--- config.mk ---
export PLATFORM = sky130hd
export DESIGN_NAME = crs_stream_reader
export DESIGN_NICKNAME = d
export VERILOG_FILES = /design/src/rtl/crs_pkg.sv /design/src/rtl/crs_rst_sync.sv /design/src/rtl/crs_settle_timer.sv /design/src/rtl/crs_addr_step.sv /design/src/rtl/crs_ctrl.sv /design/src/rtl/crs_stream_reader.sv
export SDC_FILE = /design/constraint.sdc
export NUM_CORES = 1
export LEC_CHECK = 0
export BUFFER_PORTS_ARGS = -buffer_cell sky130_fd_sc_hd__buf_2
export CAP_MARGIN = 20
export CORE_AREA = 2 2 79 81
export DETAILED_ROUTE_END_ITERATION = 6
export DIE_AREA = 0 0 81 83
export PLACE_DENSITY = 0.79
export SLEW_MARGIN = 20
export SYNTH_ARGS = -nofsm -noshare
export SYNTH_HDL_FRONTEND = slang
export SYNTH_HIERARCHICAL = 1
export SYNTH_SLANG_ARGS = --single-unit
export TNS_END_PERCENT = 5
--- constraint.sdc ---
create_clock -name clk -period 1.93 [get_ports clk]
set_clock_uncertainty 0.05 [all_clocks]
set_input_delay 0.0965 -clock clk [delete_from_list [all_inputs] [get_ports clk]]
set_output_delay 0.0965 -clock clk [all_outputs]
set_load 0.005 [all_outputs]
--- src/rtl/crs_pkg.sv ---
`timescale 1ns/1ps
package crs_pkg;
  typedef enum logic [2:0] {
    ST_IDLE   = 3'd0,
    ST_SETTLE = 3'd1,
    ST_WAIT   = 3'd2,
    ST_CLOSE  = 3'd3,
    ST_DRAIN  = 3'd4
  } crs_state_e;
endpackage

--- src/rtl/crs_rst_sync.sv ---
`timescale 1ns/1ps
module crs_rst_sync #(
  parameter int STAGES = 2
) (
  input  logic clk,
  input  logic arst_n,
  output logic srst_n
);
  logic [STAGES-1:0] sync_q;

  always_ff @(posedge clk or negedge arst_n) begin
    if (!arst_n) sync_q <= '0;
    else         sync_q <= {sync_q[STAGES-2:0], 1'b1};
  end

  assign srst_n = sync_q[STAGES-1];
endmodule

--- src/rtl/crs_settle_timer.sv ---
`timescale 1ns/1ps
module crs_settle_timer #(
  parameter int TW = 4
) (
  input  logic          clk,
  input  logic          rst_n,
  input  logic          load,
  input  logic [TW-1:0] load_val,
  input  logic          run,
  output logic          expire
);
  localparam logic [TW-1:0] ONE = TW'(1);

  logic [TW-1:0] cnt_q, cnt_d;
  logic          cnt_en;

  always_comb begin
    cnt_d  = cnt_q;
    cnt_en = 1'b0;
    if (load) begin
      cnt_d  = load_val;
      cnt_en = 1'b1;
    end else if (run && cnt_q != ONE) begin
      cnt_d  = cnt_q - ONE;
      cnt_en = 1'b1;
    end
  end

  always_ff @(posedge clk or negedge rst_n) begin
    if (!rst_n)      cnt_q <= ONE;
    else if (cnt_en) cnt_q <= cnt_d;
  end

  assign expire = run && (cnt_q == ONE);

  // a running count never sits at zero, or the capture would never come
  p_cnt_live_r4: assert property (@(posedge clk) disable iff (!rst_n)
    run |-> cnt_q != '0);
  // exactly one capture per address presentation
  p_expire_once_r4: assert property (@(posedge clk) disable iff (!rst_n)
    expire |=> !expire);
endmodule

--- src/rtl/crs_addr_step.sv ---
`timescale 1ns/1ps
module crs_addr_step #(
  parameter int AW = 16
) (
  input  logic          clk,
  input  logic          rst_n,
  input  logic          load,
  input  logic [AW-1:0] load_addr,
  input  logic          inc,
  output logic [AW-1:0] addr
);
  logic [AW-1:0] addr_q, addr_d;
  logic          addr_en;

  always_comb begin
    addr_d  = addr_q;
    addr_en = load | inc;
    if (load)     addr_d = load_addr;
    else if (inc) addr_d = addr_q + AW'(1);
  end

  always_ff @(posedge clk or negedge rst_n) begin
    if (!rst_n)       addr_q <= '0;
    else if (addr_en) addr_q <= addr_d;
  end

  assign addr = addr_q;

  // a burst start and a step never coincide
  p_load_inc_excl_r3: assert property (@(posedge clk) disable iff (!rst_n)
    !(load && inc));
endmodule

--- src/rtl/crs_ctrl.sv ---
`timescale 1ns/1ps
module crs_ctrl
  import crs_pkg::*;
#(
  parameter int DW = 16,
  parameter int CW = 8,
  parameter int TW = 4
) (
  input  logic          clk,
  input  logic          rst_n,
  input  logic          req_valid,
  input  logic          req_write,
  input  logic [CW-1:0] req_count,
  input  logic [TW-1:0] settle_cfg,
  output logic          req_ready,
  output logic          req_err,
  output logic          tmr_load,
  output logic [TW-1:0] tmr_val,
  output logic          tmr_run,
  input  logic          tmr_expire,
  output logic          addr_load,
  output logic          addr_inc,
  output logic          mem_oe_n,
  input  logic [DW-1:0] mem_data,
  output logic          out_valid,
  output logic [DW-1:0] out_data,
  input  logic          out_ready,
  output logic          done
);
  localparam logic [CW-1:0] LAST_WORD  = CW'(1);
  localparam logic [TW-1:0] MIN_SETTLE = TW'(1);

  crs_state_e    state_q, state_d;
  logic [CW-1:0] remain_q, remain_d;
  logic [TW-1:0] settle_q, settle_d;
  logic          oe_n_q, oe_n_d;
  logic          ov_q, ov_d;
  logic [DW-1:0] od_q;
  logic          done_q, done_d;
  logic          err_q, err_d;
  logic          cap_en, hs;
  logic [TW-1:0] settle_eff;

  assign settle_eff = (settle_cfg == '0) ? MIN_SETTLE : settle_cfg;
  assign hs         = ov_q && out_ready;

  always_comb begin
    state_d   = state_q;
    remain_d  = remain_q;
    settle_d  = settle_q;
    oe_n_d    = oe_n_q;
    ov_d      = ov_q;
    done_d    = 1'b0;
    err_d     = 1'b0;
    cap_en    = 1'b0;
    tmr_load  = 1'b0;
    tmr_val   = settle_q;
    tmr_run   = 1'b0;
    addr_load = 1'b0;
    addr_inc  = 1'b0;
    if (hs) ov_d = 1'b0;
    unique case (state_q)
      ST_IDLE: begin
        if (req_valid) begin
          if (req_write) begin
            err_d = 1'b1;
          end else if (req_count != '0) begin
            addr_load = 1'b1;
            tmr_load  = 1'b1;
            tmr_val   = settle_eff;
            settle_d  = settle_eff;
            remain_d  = req_count;
            oe_n_d    = 1'b0;
            state_d   = ST_SETTLE;
          end
        end
      end
      ST_SETTLE: begin
        tmr_run = 1'b1;
        if (tmr_expire) begin
          cap_en  = 1'b1;
          ov_d    = 1'b1;
          state_d = (remain_q == LAST_WORD) ? ST_CLOSE : ST_WAIT;
        end
      end
      ST_WAIT: begin
        if (hs) begin
          addr_inc = 1'b1;
          tmr_load = 1'b1;
          remain_d = remain_q - LAST_WORD;
          state_d  = ST_SETTLE;
        end
      end
      ST_CLOSE: begin
        oe_n_d  = 1'b1;
        done_d  = 1'b1;
        state_d = ST_DRAIN;
      end
      ST_DRAIN: begin
        if (!ov_q || out_ready) state_d = ST_IDLE;
      end
      default: state_d = ST_IDLE;
    endcase
  end

  always_ff @(posedge clk or negedge rst_n) begin
    if (!rst_n) begin
      state_q  <= ST_IDLE;
      remain_q <= '0;
      settle_q <= MIN_SETTLE;
      oe_n_q   <= 1'b1;
      ov_q     <= 1'b0;
      done_q   <= 1'b0;
      err_q    <= 1'b0;
    end else begin
      state_q  <= state_d;
      remain_q <= remain_d;
      settle_q <= settle_d;
      oe_n_q   <= oe_n_d;
      ov_q     <= ov_d;
      done_q   <= done_d;
      err_q    <= err_d;
    end
  end

  always_ff @(posedge clk or negedge rst_n) begin
    if (!rst_n)      od_q <= '0;
    else if (cap_en) od_q <= mem_data;
  end

  assign req_ready = (state_q == ST_IDLE);
  assign req_err   = err_q;
  assign mem_oe_n  = oe_n_q;
  assign out_valid = ov_q;
  assign out_data  = od_q;
  assign done      = done_q;

  // output enable is not released mid-burst
  p_oe_held_r2: assert property (@(posedge clk) disable iff (!rst_n)
    (!oe_n_q && state_q != ST_CLOSE) |=> !oe_n_q);
  // a stalled word stays put
  p_hold_word_r5: assert property (@(posedge clk) disable iff (!rst_n)
    (ov_q && !out_ready) |=> (ov_q && $stable(od_q)));
  // done is a single-cycle pulse that follows the enable release
  p_done_pulse_r6: assert property (@(posedge clk) disable iff (!rst_n)
    done_q |=> !done_q);
  p_done_oe_r6: assert property (@(posedge clk) disable iff (!rst_n)
    done_q |-> (oe_n_q && $past(!oe_n_q)));
  // a refused write leaves the bus quiet
  p_err_quiet_r7: assert property (@(posedge clk) disable iff (!rst_n)
    err_q |-> (oe_n_q && state_q == ST_IDLE));
  // zero-length reads do nothing
  p_zero_ignored_r8: assert property (@(posedge clk) disable iff (!rst_n)
    (req_valid && req_ready && !req_write && req_count == '0) |=> (oe_n_q && req_ready && !req_err));
  // idle only once nothing is pending downstream
  p_ready_clean_r9: assert property (@(posedge clk) disable iff (!rst_n)
    req_ready |-> (!ov_q && oe_n_q));
endmodule

--- src/rtl/crs_stream_reader.sv ---
`timescale 1ns/1ps
module crs_stream_reader #(
  parameter int AW         = 16,
  parameter int DW         = 16,
  parameter int CW         = 8,
  parameter int MAX_SETTLE = 15,
  parameter int TW         = $clog2(MAX_SETTLE + 1)
) (
  input  logic          clk,
  input  logic          arst_n,
  input  logic          req_valid,
  input  logic          req_write,
  input  logic [AW-1:0] req_addr,
  input  logic [CW-1:0] req_count,
  input  logic [TW-1:0] settle_cfg,
  output logic          req_ready,
  output logic          req_err,
  output logic [AW-1:0] mem_addr,
  output logic          mem_oe_n,
  input  logic [DW-1:0] mem_data,
  output logic          out_valid,
  output logic [DW-1:0] out_data,
  input  logic          out_ready,
  output logic          done
);
  logic          rst_n;
  logic          tmr_load, tmr_run, tmr_expire;
  logic [TW-1:0] tmr_val;
  logic          addr_load, addr_inc;

  crs_rst_sync #(.STAGES(2)) u_rst (
    .clk    (clk),
    .arst_n (arst_n),
    .srst_n (rst_n)
  );

  crs_settle_timer #(.TW(TW)) u_timer (
    .clk      (clk),
    .rst_n    (rst_n),
    .load     (tmr_load),
    .load_val (tmr_val),
    .run      (tmr_run),
    .expire   (tmr_expire)
  );

  crs_addr_step #(.AW(AW)) u_addr (
    .clk       (clk),
    .rst_n     (rst_n),
    .load      (addr_load),
    .load_addr (req_addr),
    .inc       (addr_inc),
    .addr      (mem_addr)
  );

  crs_ctrl #(.DW(DW), .CW(CW), .TW(TW)) u_ctrl (
    .clk        (clk),
    .rst_n      (rst_n),
    .req_valid  (req_valid),
    .req_write  (req_write),
    .req_count  (req_count),
    .settle_cfg (settle_cfg),
    .req_ready  (req_ready),
    .req_err    (req_err),
    .tmr_load   (tmr_load),
    .tmr_val    (tmr_val),
    .tmr_run    (tmr_run),
    .tmr_expire (tmr_expire),
    .addr_load  (addr_load),
    .addr_inc   (addr_inc),
    .mem_oe_n   (mem_oe_n),
    .mem_data   (mem_data),
    .out_valid  (out_valid),
    .out_data   (out_data),
    .out_ready  (out_ready),
    .done       (done)
  );

  // the address does not move under a stalled word
  p_hold_addr_r5: assert property (@(posedge clk) disable iff (!rst_n)
    (out_valid && !out_ready) |=> $stable(mem_addr));
  // the address moves only while the enable is low
  p_addr_in_burst_r3: assert property (@(posedge clk) disable iff (!rst_n)
    (!mem_oe_n && !$stable(mem_addr)) |-> $past(!mem_oe_n) || $past(req_ready));
endmodule

==> results.py, run 1 <==
metrics = {
    "critical_path": {
        "worstPathArrival_ns": 2.13,
        "worst_r2r_startpoint": "u_ctrl/state_q[2]$_DFFE_PN0P_",
        "critical_path_class": "register to register",
        "critPathMaxFanout": 20,
        "timing.critical_path.from_type": "register",
        "worst-endpoint-required_ns": 2.09,
        "timing.critical_path.to_type": "register",
        "r2r.worst_path.cells": 5,
        "worst_r2r_endpoint": "u_addr/addr[14]$_DFFE_PN0P_",
        "setup_slack_on_the_worst_flop_to_flop_path_ns": -0.04,
    },
    "route": {
        "detail-route-antenna-nets": 0,
        "viasPerCell": 5.48,
        "route.detailed.drc": 0,
        "wire_length_on_met3_um": 493,
        "via_count": 2752,
        "drtPass1Iterations": 5,
        "dr_wl_met2_um": 3960,
        "highest_layer": "met4",
        "routedLengthMet1_um": 3100,
        "drt_iter0_markers": 172,
        "finalWirelength_um": 7820,
        "avgRoutedWirePerCell_um": 15.6,
    },
    "sta": {
        "setup_viol_count_final": 19,
        "fin_ws_ns": -0.0388,
        "max_freq_mhz": 508,
        "unrepaired_setup_endpoints_after_global_routing": "true",
        "finalHoldWorstSlack_ns": 0.0334,
        "setup-tns-final_ns": -0.413,
        "slew_viol_final": 0,
        "layout_min_cycle_time_ns": 1.97,
        "hold_violations": 0,
        "min_period_over_period_pct": 102,
    },
    "clock_tree": {
        "clk_pin_slew_ns": 0.07,
        "clk_root_buffer_cell": "sky130_fd_sc_hd__clkbuf_8",
        "cts_tree": "yes",
        "h_tree_level_count": 3,
        "clockBufferDepth": 2,
        "clock_sinks": 57,
        "clock_latency_ns": 0.34,
        "cts_inserted_buffers": 9,
    },
    "yosys": {
        "synth_enable_flop_cells": 0,
        "synth-async-reset-ratio_pct": 100,
        "synth_flop_cell": "sky130_fd_sc_hd__dfrtp_1",
        "synth-seq-cells": 57,
        "seq_area_frac_synth_pct": 48.4,
        "yosys_warnings": 6,
        "synth.cell_area_sq_mm": 0.00296,
        "syn-num-nets": 327,
        "synth.lib_cells_used.distinct": 62,
        "avgSynthCellArea_sq_um": 10.8,
        "postSynthCellCount": 273,
    },
    "layout": {
        "drive_gt1_share_pct": 41.9,
        "nets": 476,
        "insertedDiodeCount": 0,
        "syn2layout_area_growth_pct": 46.3,
        "filler_cell_count": 403,
        "fin_area_sq_mm": 0.00433,
    },
    "outcome": {
        "result_of_the_run": "complete, but fails checks",
        "violations": "setup timing",
    },
    "flow_run": {
        "drv.max_cap_violation_count": 0,
    },
    "global_routing": {
        "vias_in_the_first_global_route": 2764,
        "grt.overflow.total": 0,
        "grtUsageTotal_pct": 24.7,
        "largest_net_degree_at_the_start_of_global_routing": 40,
        "grt_first_pass_wirelength_um": 12700,
        "antenna_violations_before_repair": 0,
    },
    "placed_design": {
        "dpl.hpwl_um": 5080,
        "placement_cell_area_sq_mm": 0.00366,
        "place_congestion": 0.918,
        "portBuffers": 85,
    },
    "floorplanning": {
        "die_width_um": 81,
        "ios": 86,
        "die-height_um": 83,
        "die_area_sq_mm": 0.00672,
        "coreArea_sq_mm": 0.00582,
        "floorplan.initialDensity_pct": 50.9,
        "row_count": 28,
    },
    "power": {
        "max-vdd-ir-drop_v": 0.000861,
        "p_leak_nw": 2.00,
        "power.density_mw_per_mm2": 1360,
    },
    "worst_hold_path": {
        "timing.hold.worst.class": "primary input to asynchronous set/reset pin",
    },
}
cells in the mapped netlist (all sizes together) (5+ instances only):
library cell  count  share of area [%]
nor3b             5                1.6
xnor2            10                3.0
dfrtp            54                 46
nor2             13                1.9
buf               6                1.7
nand3            10                2.3
inv              12                1.5
o21ai            21                3.6
a21oi             8                1.4
nor4              9                3.4
mux2             20                7.6
nand2            32                4.1
clkbuf            5               0.68
ha                5                2.1
nor3              6                1.2
layer usage:
layer	GRT usage (%)	up-vias
li1	-	1278
met1	29.0	1310
met2	41.1	133
met3	5.65	31
met4	13.3	0
met5	0	-
area by class of cell:
cell class	count	area, sq um	area share [%]
tap	75	93.8	2.17
multi-input combinational	191	1470	34.0
clock buffer	9	124	2.86
timing repair buffer	149	1030	23.8
inverter	14	58.8	1.36
clock inverter	7	119	2.75
sequential	57	1430	33.1
cells in the final DEF (no fill, tap or decap), types with 3 or more instances in the layout:
cell and instances:
sky130_fd_sc_hd__clkbuf_8 9, sky130_fd_sc_hd__buf_4 23, sky130_fd_sc_hd__dlygate4sd3_1 39, sky130_fd_sc_hd__nor3_1 5, sky130_fd_sc_hd__dfstp_2 3, sky130_fd_sc_hd__nor4_2 5, sky130_fd_sc_hd__dfrtp_1 52, sky130_fd_sc_hd__ha_1 4
sky130_fd_sc_hd__o221ai_1 3, sky130_fd_sc_hd__xnor2_1 10, sky130_fd_sc_hd__o22ai_1 3, sky130_fd_sc_hd__a21oi_1 8, sky130_fd_sc_hd__nand4_1 3, sky130_fd_sc_hd__xor2_1 3, sky130_fd_sc_hd__nand2_1 32, sky130_fd_sc_hd__o21ai_0 13
sky130_fd_sc_hd__bufinv_16 3, sky130_fd_sc_hd__a221o_1 3, sky130_fd_sc_hd__o21ai_1 8, sky130_fd_sc_hd__nor3b_1 3, sky130_fd_sc_hd__nor2_1 11, sky130_fd_sc_hd__mux2_2 17, sky130_fd_sc_hd__inv_1 11, sky130_fd_sc_hd__nand3_1 7
sky130_fd_sc_hd__buf_2 85
state kept, by name (all words and copies together) (netlist names):
register,count
u_ctrl/settle_q,4
u_ctrl/remain_q,8
u_rst/sync_q,2
u_ctrl/out_valid,1
u_ctrl/state_q,3
u_ctrl/out_data,16
u_ctrl/mem_oe_n,1
u_timer/cnt_q,4
u_ctrl/done,1
u_ctrl/req_err,1
u_addr/addr,16
critical path: stages (launching register included):
cell and delay (ns):
sky130_fd_sc_hd__dfrtp_1 0.43, sky130_fd_sc_hd__or3_4 0.42, sky130_fd_sc_hd__a211oi_4 0.21, sky130_fd_sc_hd__buf_4 0.31
sky130_fd_sc_hd__nor2_1 0.09, sky130_fd_sc_hd__a221o_1 0.34
cells by family (layout without fill, tap and decap cells):
family	Yosys count	count (layout)	synth area share [%]
AO/OA/AOI/OAI	54	54	12.7
XOR/XNOR	13	13	3.85
adder cells (fa/ha/maj)	5	5	2.12
buffers and inverters	25	179	4.36
flip-flops	57	57	48.4
multiplexers	22	22	8.29
other	1	1	0.127
AND/OR/NAND/NOR	96	96	20.2
report_power, final:
part           switching (mW)  internal, mW
Combinational            1.04          1.21
Sequential              0.514          1.74
Clock                   0.507         0.856
worst max path at each step:
stage                                        startpoint                             end  slack (ns)  cells past startpoint
final                     u_ctrl/state_q[2]$_DFFE_PN0P_     u_addr/addr[14]$_DFFE_PN0P_       -0.04                      5
after global routing       u_timer/cnt_q[0]$_DFFE_PN1P_  u_ctrl/out_data[8]$_DFFE_PN0P_       -0.12                      7
after CTS                  u_timer/cnt_q[0]$_DFFE_PN1P_  u_ctrl/out_data[0]$_DFFE_PN0P_       -0.07                      7
after detailed placement                   req_count[2]    u_timer/cnt_q[1]$_DFFE_PN0P_       -0.14                      8
after global placement                     req_count[2]    u_timer/cnt_q[1]$_DFFE_PN0P_       -0.05                      8
after floorplan            u_timer/cnt_q[0]$_DFFE_PN1P_  u_ctrl/out_data[0]$_DFFE_PN0P_       -0.16                      7
stage by stage:
| stage | instances | total power, mW | worst slack (ns) | util, % |
|---|---|---|---|---|
| floorplan | 273 | 3.50 | -0.163 | - |
| global placement | 447 | 4.25 | -0.0496 | 63.0 |
| detailed placement | 447 | 4.38 | -0.137 | 63.0 |
| CTS | 502 | 5.85 | -0.0670 | 74.2 |
| global route | 502 | 6.25 | -0.125 | 74.4 |
| finish | 502 | 5.87 | -0.0388 | 74.4 |
timing repair:
action                                  CTS  global route
resized for setup                         3             3
endpoints found under the setup margin   21            36
buffers inserted                          0             0
pin swaps                                 0             1
endpoints found under the hold margin    39             0
hold buffers                             39             0
(Power assumes the default switching activity.)
==> inputs of run 2 (changes only) <==
- ABC_AREA: not set -> 1
- CORE_AREA: 2 2 79 81 -> 2 2 81 83
- CTS_CLUSTER_SIZE: not set -> 25
- DIE_AREA: 0 0 81 83 -> 0 0 83 85
- PLACE_DENSITY: 0.79 -> 0.8
==> run 2 against run 1 <==
Against the previous run: the run now ends clean; die area is 4.9% higher; combinational power grew 15%; first-iteration DRC count grew 78%; synthesized area is 7.5% higher; final area down 0.38%; non-clock buffer count shrank 22; register-to-register slack better by 0.22 ns; synthesized cell count is 56% higher; clock power increased by 4%; core utilization shrank 4.9 points; wire length is 7.1% higher; highest routed layer unchanged.
==> results.py, run 2 <==
metrics = {
    "outcome": {
        "result_of_the_run": "complete, no violations",
    },
    "critical_path": {
        "setup_slack_on_the_worst_flop_to_flop_path_ns": 0.18,
        "critical_path_class": "register to register",
        "timing.critical_path.from_type": "register",
        "timing.critical_path.to_type": "register",
        "critPathMaxFanout": 10,
        "worst-endpoint-required_ns": 2.11,
        "worstPathArrival_ns": 1.93,
    },
    "route": {
        "drtPass1Iterations": 5,
        "via_count": 3294,
        "drt_iter0_markers": 307,
        "viasPerCell": 5.18,
        "detail-route-antenna-nets": 0,
        "avgRoutedWirePerCell_um": 13.2,
        "route.detailed.drc": 0,
        "finalWirelength_um": 8380,
    },
    "floorplanning": {
        "floorplan.initialDensity_pct": 51.3,
        "die_width_um": 83,
        "die_area_sq_mm": 0.00706,
        "ios": 86,
        "row_count": 29,
        "die-height_um": 85,
        "coreArea_sq_mm": 0.00620,
    },
    "sta": {
        "slew_viol_final": 0,
        "layout_min_cycle_time_ns": 1.75,
        "setup_viol_count_final": 0,
        "min_period_over_period_pct": 90.6,
        "fin_ws_ns": 0.182,
        "hold_violations": 0,
        "max_freq_mhz": 572,
        "setup-tns-final_ns": 0,
        "unrepaired_setup_endpoints_after_global_routing": "false",
    },
    "yosys": {
        "yosysMostFrequentCell": "sky130_fd_sc_hd__nand2_1",
        "synth.cell_area_sq_mm": 0.00318,
        "yosys_warnings": 6,
        "synthTopCellsByArea": "sky130_fd_sc_hd__dfrtp_1, sky130_fd_sc_hd__nand2_1, sky130_fd_sc_hd__nand3_1, sky130_fd_sc_hd__inv_1, sky130_fd_sc_hd__nor2_1",
        "synth-async-reset-ratio_pct": 100,
        "synth.lib_cells_used.distinct": 36,
        "postSynthCellCount": 425,
        "most_common_library_cells_after_synthesis": "sky130_fd_sc_hd__nand2_1, sky130_fd_sc_hd__dfrtp_1, sky130_fd_sc_hd__inv_1, sky130_fd_sc_hd__nor2_1, sky130_fd_sc_hd__nand3_1",
        "syn-num-nets": 479,
        "synth_flop_cell": "sky130_fd_sc_hd__dfrtp_1",
        "synth_top_cell_by_area": "sky130_fd_sc_hd__dfrtp_1",
        "synth_enable_flop_cells": 0,
        "synth-seq-cells": 57,
        "synth.top_cell.area_share_pct": 42.5,
        "seq_area_frac_synth_pct": 45.0,
        "avgSynthCellArea_sq_um": 7.48,
    },
    "layout": {
        "syn2layout_area_growth_pct": 35.5,
        "layout_commonest_cell": "sky130_fd_sc_hd__nand2_1",
        "nets": 608,
        "drive_gt1_share_pct": 25.6,
        "most-common-layout-cells": "sky130_fd_sc_hd__nand2_1, sky130_fd_sc_hd__buf_2, sky130_fd_sc_hd__dfrtp_1",
        "insertedDiodeCount": 0,
        "filler_cell_count": 479,
    },
    "global_routing": {
        "vias_in_the_first_global_route": 3278,
        "grt.overflow.total": 0,
        "grtUsageTotal_pct": 24.9,
        "largest_net_degree_at_the_start_of_global_routing": 44,
        "antenna_violations_before_repair": 0,
        "grt_first_pass_wirelength_um": 14400,
    },
    "placed_design": {
        "place_congestion": 0.885,
        "dpl.hpwl_um": 5580,
        "detailedPlace.worstSlack_ns": 0.0852,
        "portBuffers": 85,
    },
    "clock_tree": {
        "clockBufferDepth": 2,
        "cts_tree": "yes",
        "clock_sinks": 57,
        "clock_latency_ns": 0.33,
        "clk_pin_slew_ns": 0.07,
        "clk_root_buffer_cell": "sky130_fd_sc_hd__clkbuf_8",
        "h_tree_level_count": 3,
        "post-cts-setup-buffer-count": 0,
        "cts_inserted_buffers": 9,
    },
    "power": {
        "max-vdd-ir-drop_v": 0.000827,
        "power.density_mw_per_mm2": 1460,
        "p_leak_nw": 2.28,
    },
    "worst_hold_path": {
        "timing.hold.worst.class": "primary input to register",
    },
    "flow_run": {
        "drv.max_cap_violation_count": 0,
    },
}
run 2: cell types whose count changed after synthesis, moves of 4 or more:
cell,delta
sky130_fd_sc_hd__nand2_1,+115
sky130_fd_sc_hd__nand2_2,+9
sky130_fd_sc_hd__xnor2_1,-6
sky130_fd_sc_hd__nor4_2,-7
sky130_fd_sc_hd__mux2_2,-19
sky130_fd_sc_hd__nor2_1,+29
sky130_fd_sc_hd__inv_1,+30
sky130_fd_sc_hd__nor3_1,-4
sky130_fd_sc_hd__a21oi_1,-5
sky130_fd_sc_hd__a22oi_1,+9
sky130_fd_sc_hd__nand3_1,+31
run 2: what timing repair did:
item / 4_1_cts / 5_1_grt
endpoints found under the hold margin: 33 / 1
endpoints found under the setup margin: 0 / 15
hold buffers: 33 / 1
resized for setup: 0 / 8
run 2: per-layer routing:
layer	up-vias	global-route usage, %	wire [um]
li1	1614	-	-
met1	1521	30.5	3530
met2	148	42.7	4140
met3	11	6.32	604
met4	0	8.94	102
met5	-	0	0
run 2: stage by stage:
step           cell area, sq um  hold WS, ns  total power, mW  std cells  utilization (%)
6_report                   4310      0.00590             6.28        636             69.5
2_1_floorplan              3180       -0.249             3.91        425                -
3_3_place_gp               3710       -0.169             4.65        586             59.8
5_1_grt                    4310      0.00923             6.78        636             69.5
3_5_place_dp               3710       -0.165             4.76        586             59.8
4_1_cts                    4290      0.00453             6.25        635             69.1
run 2: cell families after synthesis:
family	Yosys count	synth area share (%)
AOI/OAI and AO/OA	43	8.26
xor gates and xnor gates	7	1.93
adders and majority gates	5	1.97
buffers and inverters	56	7.71
DFF	57	45.0
other	1	0.118
and+or+nand+nor	256	35.1
run 2: final cells by class:
class	count	area, sq um	share of cell area [%]
multi-input combinational	312	1510	35.1
sequential	57	1430	33.2
timing repair buffer	127	838	19.4
inverter	47	181	4.21
clock inverter	7	125	2.90
clock buffer	9	124	2.87
tap	77	96.3	2.24
run 2: final timing paths:
kind	from	end	cells after the start
min in group asynchronous	u_rst/sync_q[1]$_DFF_PN0_	u_timer/cnt_q[1]$_DFFE_PN0P_	0
setup / recovery	u_ctrl/state_q[2]$_DFFE_PN0P_	u_addr/addr[12]$_DFFE_PN0P_	12
setup reg to reg	u_ctrl/state_q[2]$_DFFE_PN0P_	u_addr/addr[12]$_DFFE_PN0P_	12
hold reg to reg	u_rst/sync_q[1]$_DFF_PN0_	u_timer/cnt_q[1]$_DFFE_PN0P_	0
hold / removal	req_addr[6]	u_addr/addr[6]$_DFFE_PN0P_	3
max in group asynchronous	u_rst/sync_q[1]$_DFF_PN0_	u_ctrl/settle_q[0]$_DFF_PN1_	1
run 2: report_power, final:
part           total [mW]  switching (mW)  internal [mW]
Sequential           2.27           0.515           1.76
Clock                1.41           0.534          0.873
Combinational        2.59            1.52           1.07
run 2: critical path, stage by stage (launching register included):
cell and delay, ns:
sky130_fd_sc_hd__dfrtp_2 0.44, sky130_fd_sc_hd__nor2_2 0.15, sky130_fd_sc_hd__nand4_1 0.12, sky130_fd_sc_hd__inv_1 0.09, sky130_fd_sc_hd__nand2_2 0.12, sky130_fd_sc_hd__inv_2 0.11
sky130_fd_sc_hd__inv_1 0.10, sky130_fd_sc_hd__nand2_2 0.12, sky130_fd_sc_hd__inv_2 0.11, sky130_fd_sc_hd__nand2_1 0.09, sky130_fd_sc_hd__nand2_1 0.05, sky130_fd_sc_hd__nand2_1 0.05
sky130_fd_sc_hd__nand2_1 0.04
==> inputs of run 3 (changes only) <==
==> constraint.sdc (replaced) <==
create_clock -name clk -period 1.93 [get_ports clk]
set_clock_uncertainty 0.05 [all_clocks]
set_input_delay 0.2895 -clock clk [delete_from_list [all_inputs] [get_ports clk]]
set_output_delay 0.2895 -clock clk [all_outputs]
set_load 0.005 [all_outputs]
==> run 3 against run 2 <==
Against the previous run: clock power is 22% lower; critical path depth fell by 5; critical path type unchanged; combinational power shrank 4%; clock-buffer cell count rose by 2; sequential share of layout area increased by 3.4 points; largest power group unchanged; final cell count down 5.3%.
==> results.py, run 3 (synthesis gave the netlist of run 2 again) <==
metrics = {
    "placed_design": {
        "place_congestion": 0.861,
        "portBuffers": 85,
        "dpl.hpwl_um": 5690,
        "placement_cell_area_sq_mm": 0.00370,
    },
    "floorplanning": {
        "die-height_um": 85,
        "ios": 86,
        "die_width_um": 83,
        "die_area_sq_mm": 0.00706,
        "row_count": 29,
        "floorplan.initialDensity_pct": 51.3,
        "coreArea_sq_mm": 0.00620,
    },
    "sta": {
        "slew_viol_final": 0,
        "relative_slew_slack_pct": 64.6,
        "max_freq_mhz": 570,
        "worstMarginPinSlew_ns": 0.530,
        "hold_violations": 0,
        "finalHoldWorstSlack_ns": 0.138,
        "min_period_over_period_pct": 90.9,
        "unrepaired_setup_endpoints_after_global_routing": "false",
        "setup-tns-final_ns": 0,
        "setup_viol_count_final": 0,
        "layout_min_cycle_time_ns": 1.75,
    },
    "clock_tree": {
        "h_tree_level_count": 3,
        "clockBufferDepth": 2,
        "post_cts_resize_count": 0,
        "clock_latency_ns": 0.32,
        "clk_pin_slew_ns": 0.07,
        "post-cts-setup-buffer-count": 0,
        "cts_inserted_buffers": 9,
        "clk_root_buffer_cell": "sky130_fd_sc_hd__clkbuf_8",
        "clock_sinks": 57,
        "cts_tree": "yes",
    },
    "route": {
        "route.detailed.drc": 0,
        "drt_iter0_markers": 197,
        "avgRoutedWirePerCell_um": 12.7,
        "finalWirelength_um": 7640,
        "via_count": 3085,
        "viasPerCell": 5.12,
        "detail-route-antenna-nets": 0,
        "drtPass1Iterations": 5,
    },
    "global_routing": {
        "largest_net_degree_at_the_start_of_global_routing": 24,
        "grt_first_pass_wirelength_um": 13300,
        "grtUsageTotal_pct": 23.1,
        "antenna_violations_before_repair": 0,
        "vias_in_the_first_global_route": 2930,
        "grt.overflow.total": 0,
    },
    "layout": {
        "insertedDiodeCount": 0,
        "drive_gt1_share_pct": 25.9,
        "nets": 574,
        "postLayoutCoreUtil_pct": 63.0,
        "layout_commonest_cell": "sky130_fd_sc_hd__nand2_1",
        "most-common-layout-cells": "sky130_fd_sc_hd__nand2_1, sky130_fd_sc_hd__buf_2, sky130_fd_sc_hd__dfrtp_1",
        "syn2layout_area_growth_pct": 22.9,
        "fin_area_sq_mm": 0.00391,
    },
    "power": {
        "power.density_mw_per_mm2": 1500,
        "p_leak_nw": 2.11,
        "max-vdd-ir-drop_v": 0.000711,
    },
    "flow_run": {
        "drv.max_cap_violation_count": 0,
    },
    "critical_path": {
        "critical_path_class": "register to register",
        "worstPathArrival_ns": 1.92,
        "timing.critical_path.to_type": "register",
        "timing.critical_path.from_type": "register",
        "critPathMaxFanout": 18,
        "worst-endpoint-required_ns": 2.10,
        "r2r.worst_path.cells": 7,
    },
    "worst_hold_path": {
        "min_path_cells": 3,
        "timing.hold.worst.class": "primary input to register",
    },
    "outcome": {
        "result_of_the_run": "complete, no violations",
    },
}
## run 3: changes by cell type in the layout (fill, tap and decap cells not counted), moves of 2 or more
cell	before	now
sky130_fd_sc_hd__inv_6	3	0
sky130_fd_sc_hd__bufinv_16	3	1
sky130_fd_sc_hd__clkinv_2	0	2
sky130_fd_sc_hd__dlygate4sd3_1	34	1
sky130_fd_sc_hd__clkinvlp_4	0	2
## run 3: per-layer routing
layer  routed length, um  GRT usage (%)  vias up
li1                    -              -     1538
met1                3440           30.8     1430
met2                3620           37.7      106
met3                 495           6.23       11
met4                  84           5.96        0
met5                   0              0        -
## run 3: layout make-up
type                            instances  area [sq um]
Clock buffer                           11           141
Clock inverter                          5          55.1
Fill cell                             549          2300
Inverter                               47           179
Multi-Input combinational cell        312          1510
Sequential cell                        57          1430
Tap cell                               77          96.3
Timing Repair Buffer                   93           500
## run 3: stage by stage
stage / total power, mW / instances / setup WS (ns)
final: 5.85 / 602 / 0.176
after global routing: 6.38 / 602 / 0.00525
after CTS: 5.88 / 602 / 0.162
after detailed placement: 4.75 / 585 / 0.164
after global placement: 4.64 / 585 / 0.201
after floorplan: 3.91 / 425 / 0.106
## run 3: what timing repair did
item | in CTS | in global routing
endpoints found under the hold margin | 2 | 0
hold buffers | 1 | 0
endpoints found under the setup margin | 0 | 0
## run 3: worst max-delay path, stage by stage, from the launching register on
cell and delay, ns:
sky130_fd_sc_hd__dfstp_2 0.56, sky130_fd_sc_hd__ha_1 0.16, sky130_fd_sc_hd__nand2_2 0.07, sky130_fd_sc_hd__nor2_1 0.20, sky130_fd_sc_hd__buf_12 0.19, sky130_fd_sc_hd__nand2_2 0.23, sky130_fd_sc_hd__nand2_1 0.13, sky130_fd_sc_hd__nand2_1 0.06
## run 3: path summary, 6_finish.rpt
kind | start | end | slack (ns)
max in group asynchronous | u_rst/sync_q[1]$_DFF_PN0_ | u_addr/addr[2]$_DFFE_PN0P_ | 0.97
max | u_timer/cnt_q[0]$_DFFE_PN1P_ | u_ctrl/out_data[13]$_DFFE_PN0P_ | 0.18
min | mem_data[10] | u_ctrl/out_data[10]$_DFFE_PN0P_ | 0.14
max reg2reg | u_timer/cnt_q[0]$_DFFE_PN1P_ | u_ctrl/out_data[13]$_DFFE_PN0P_ | 0.18
min in group asynchronous | u_rst/sync_q[1]$_DFF_PN0_ | u_ctrl/settle_q[1]$_DFF_PN0_ | 0.20
min reg2reg | u_rst/sync_q[1]$_DFF_PN0_ | u_ctrl/settle_q[1]$_DFF_PN0_ | 0.20
## run 3: report_power, final
part	internal [mW]	total [mW]	switching, mW
clock	0.627	1.10	0.470
combinational	1.02	2.48	1.46
sequential	1.76	2.28	0.517
total	3.40	5.85	2.45
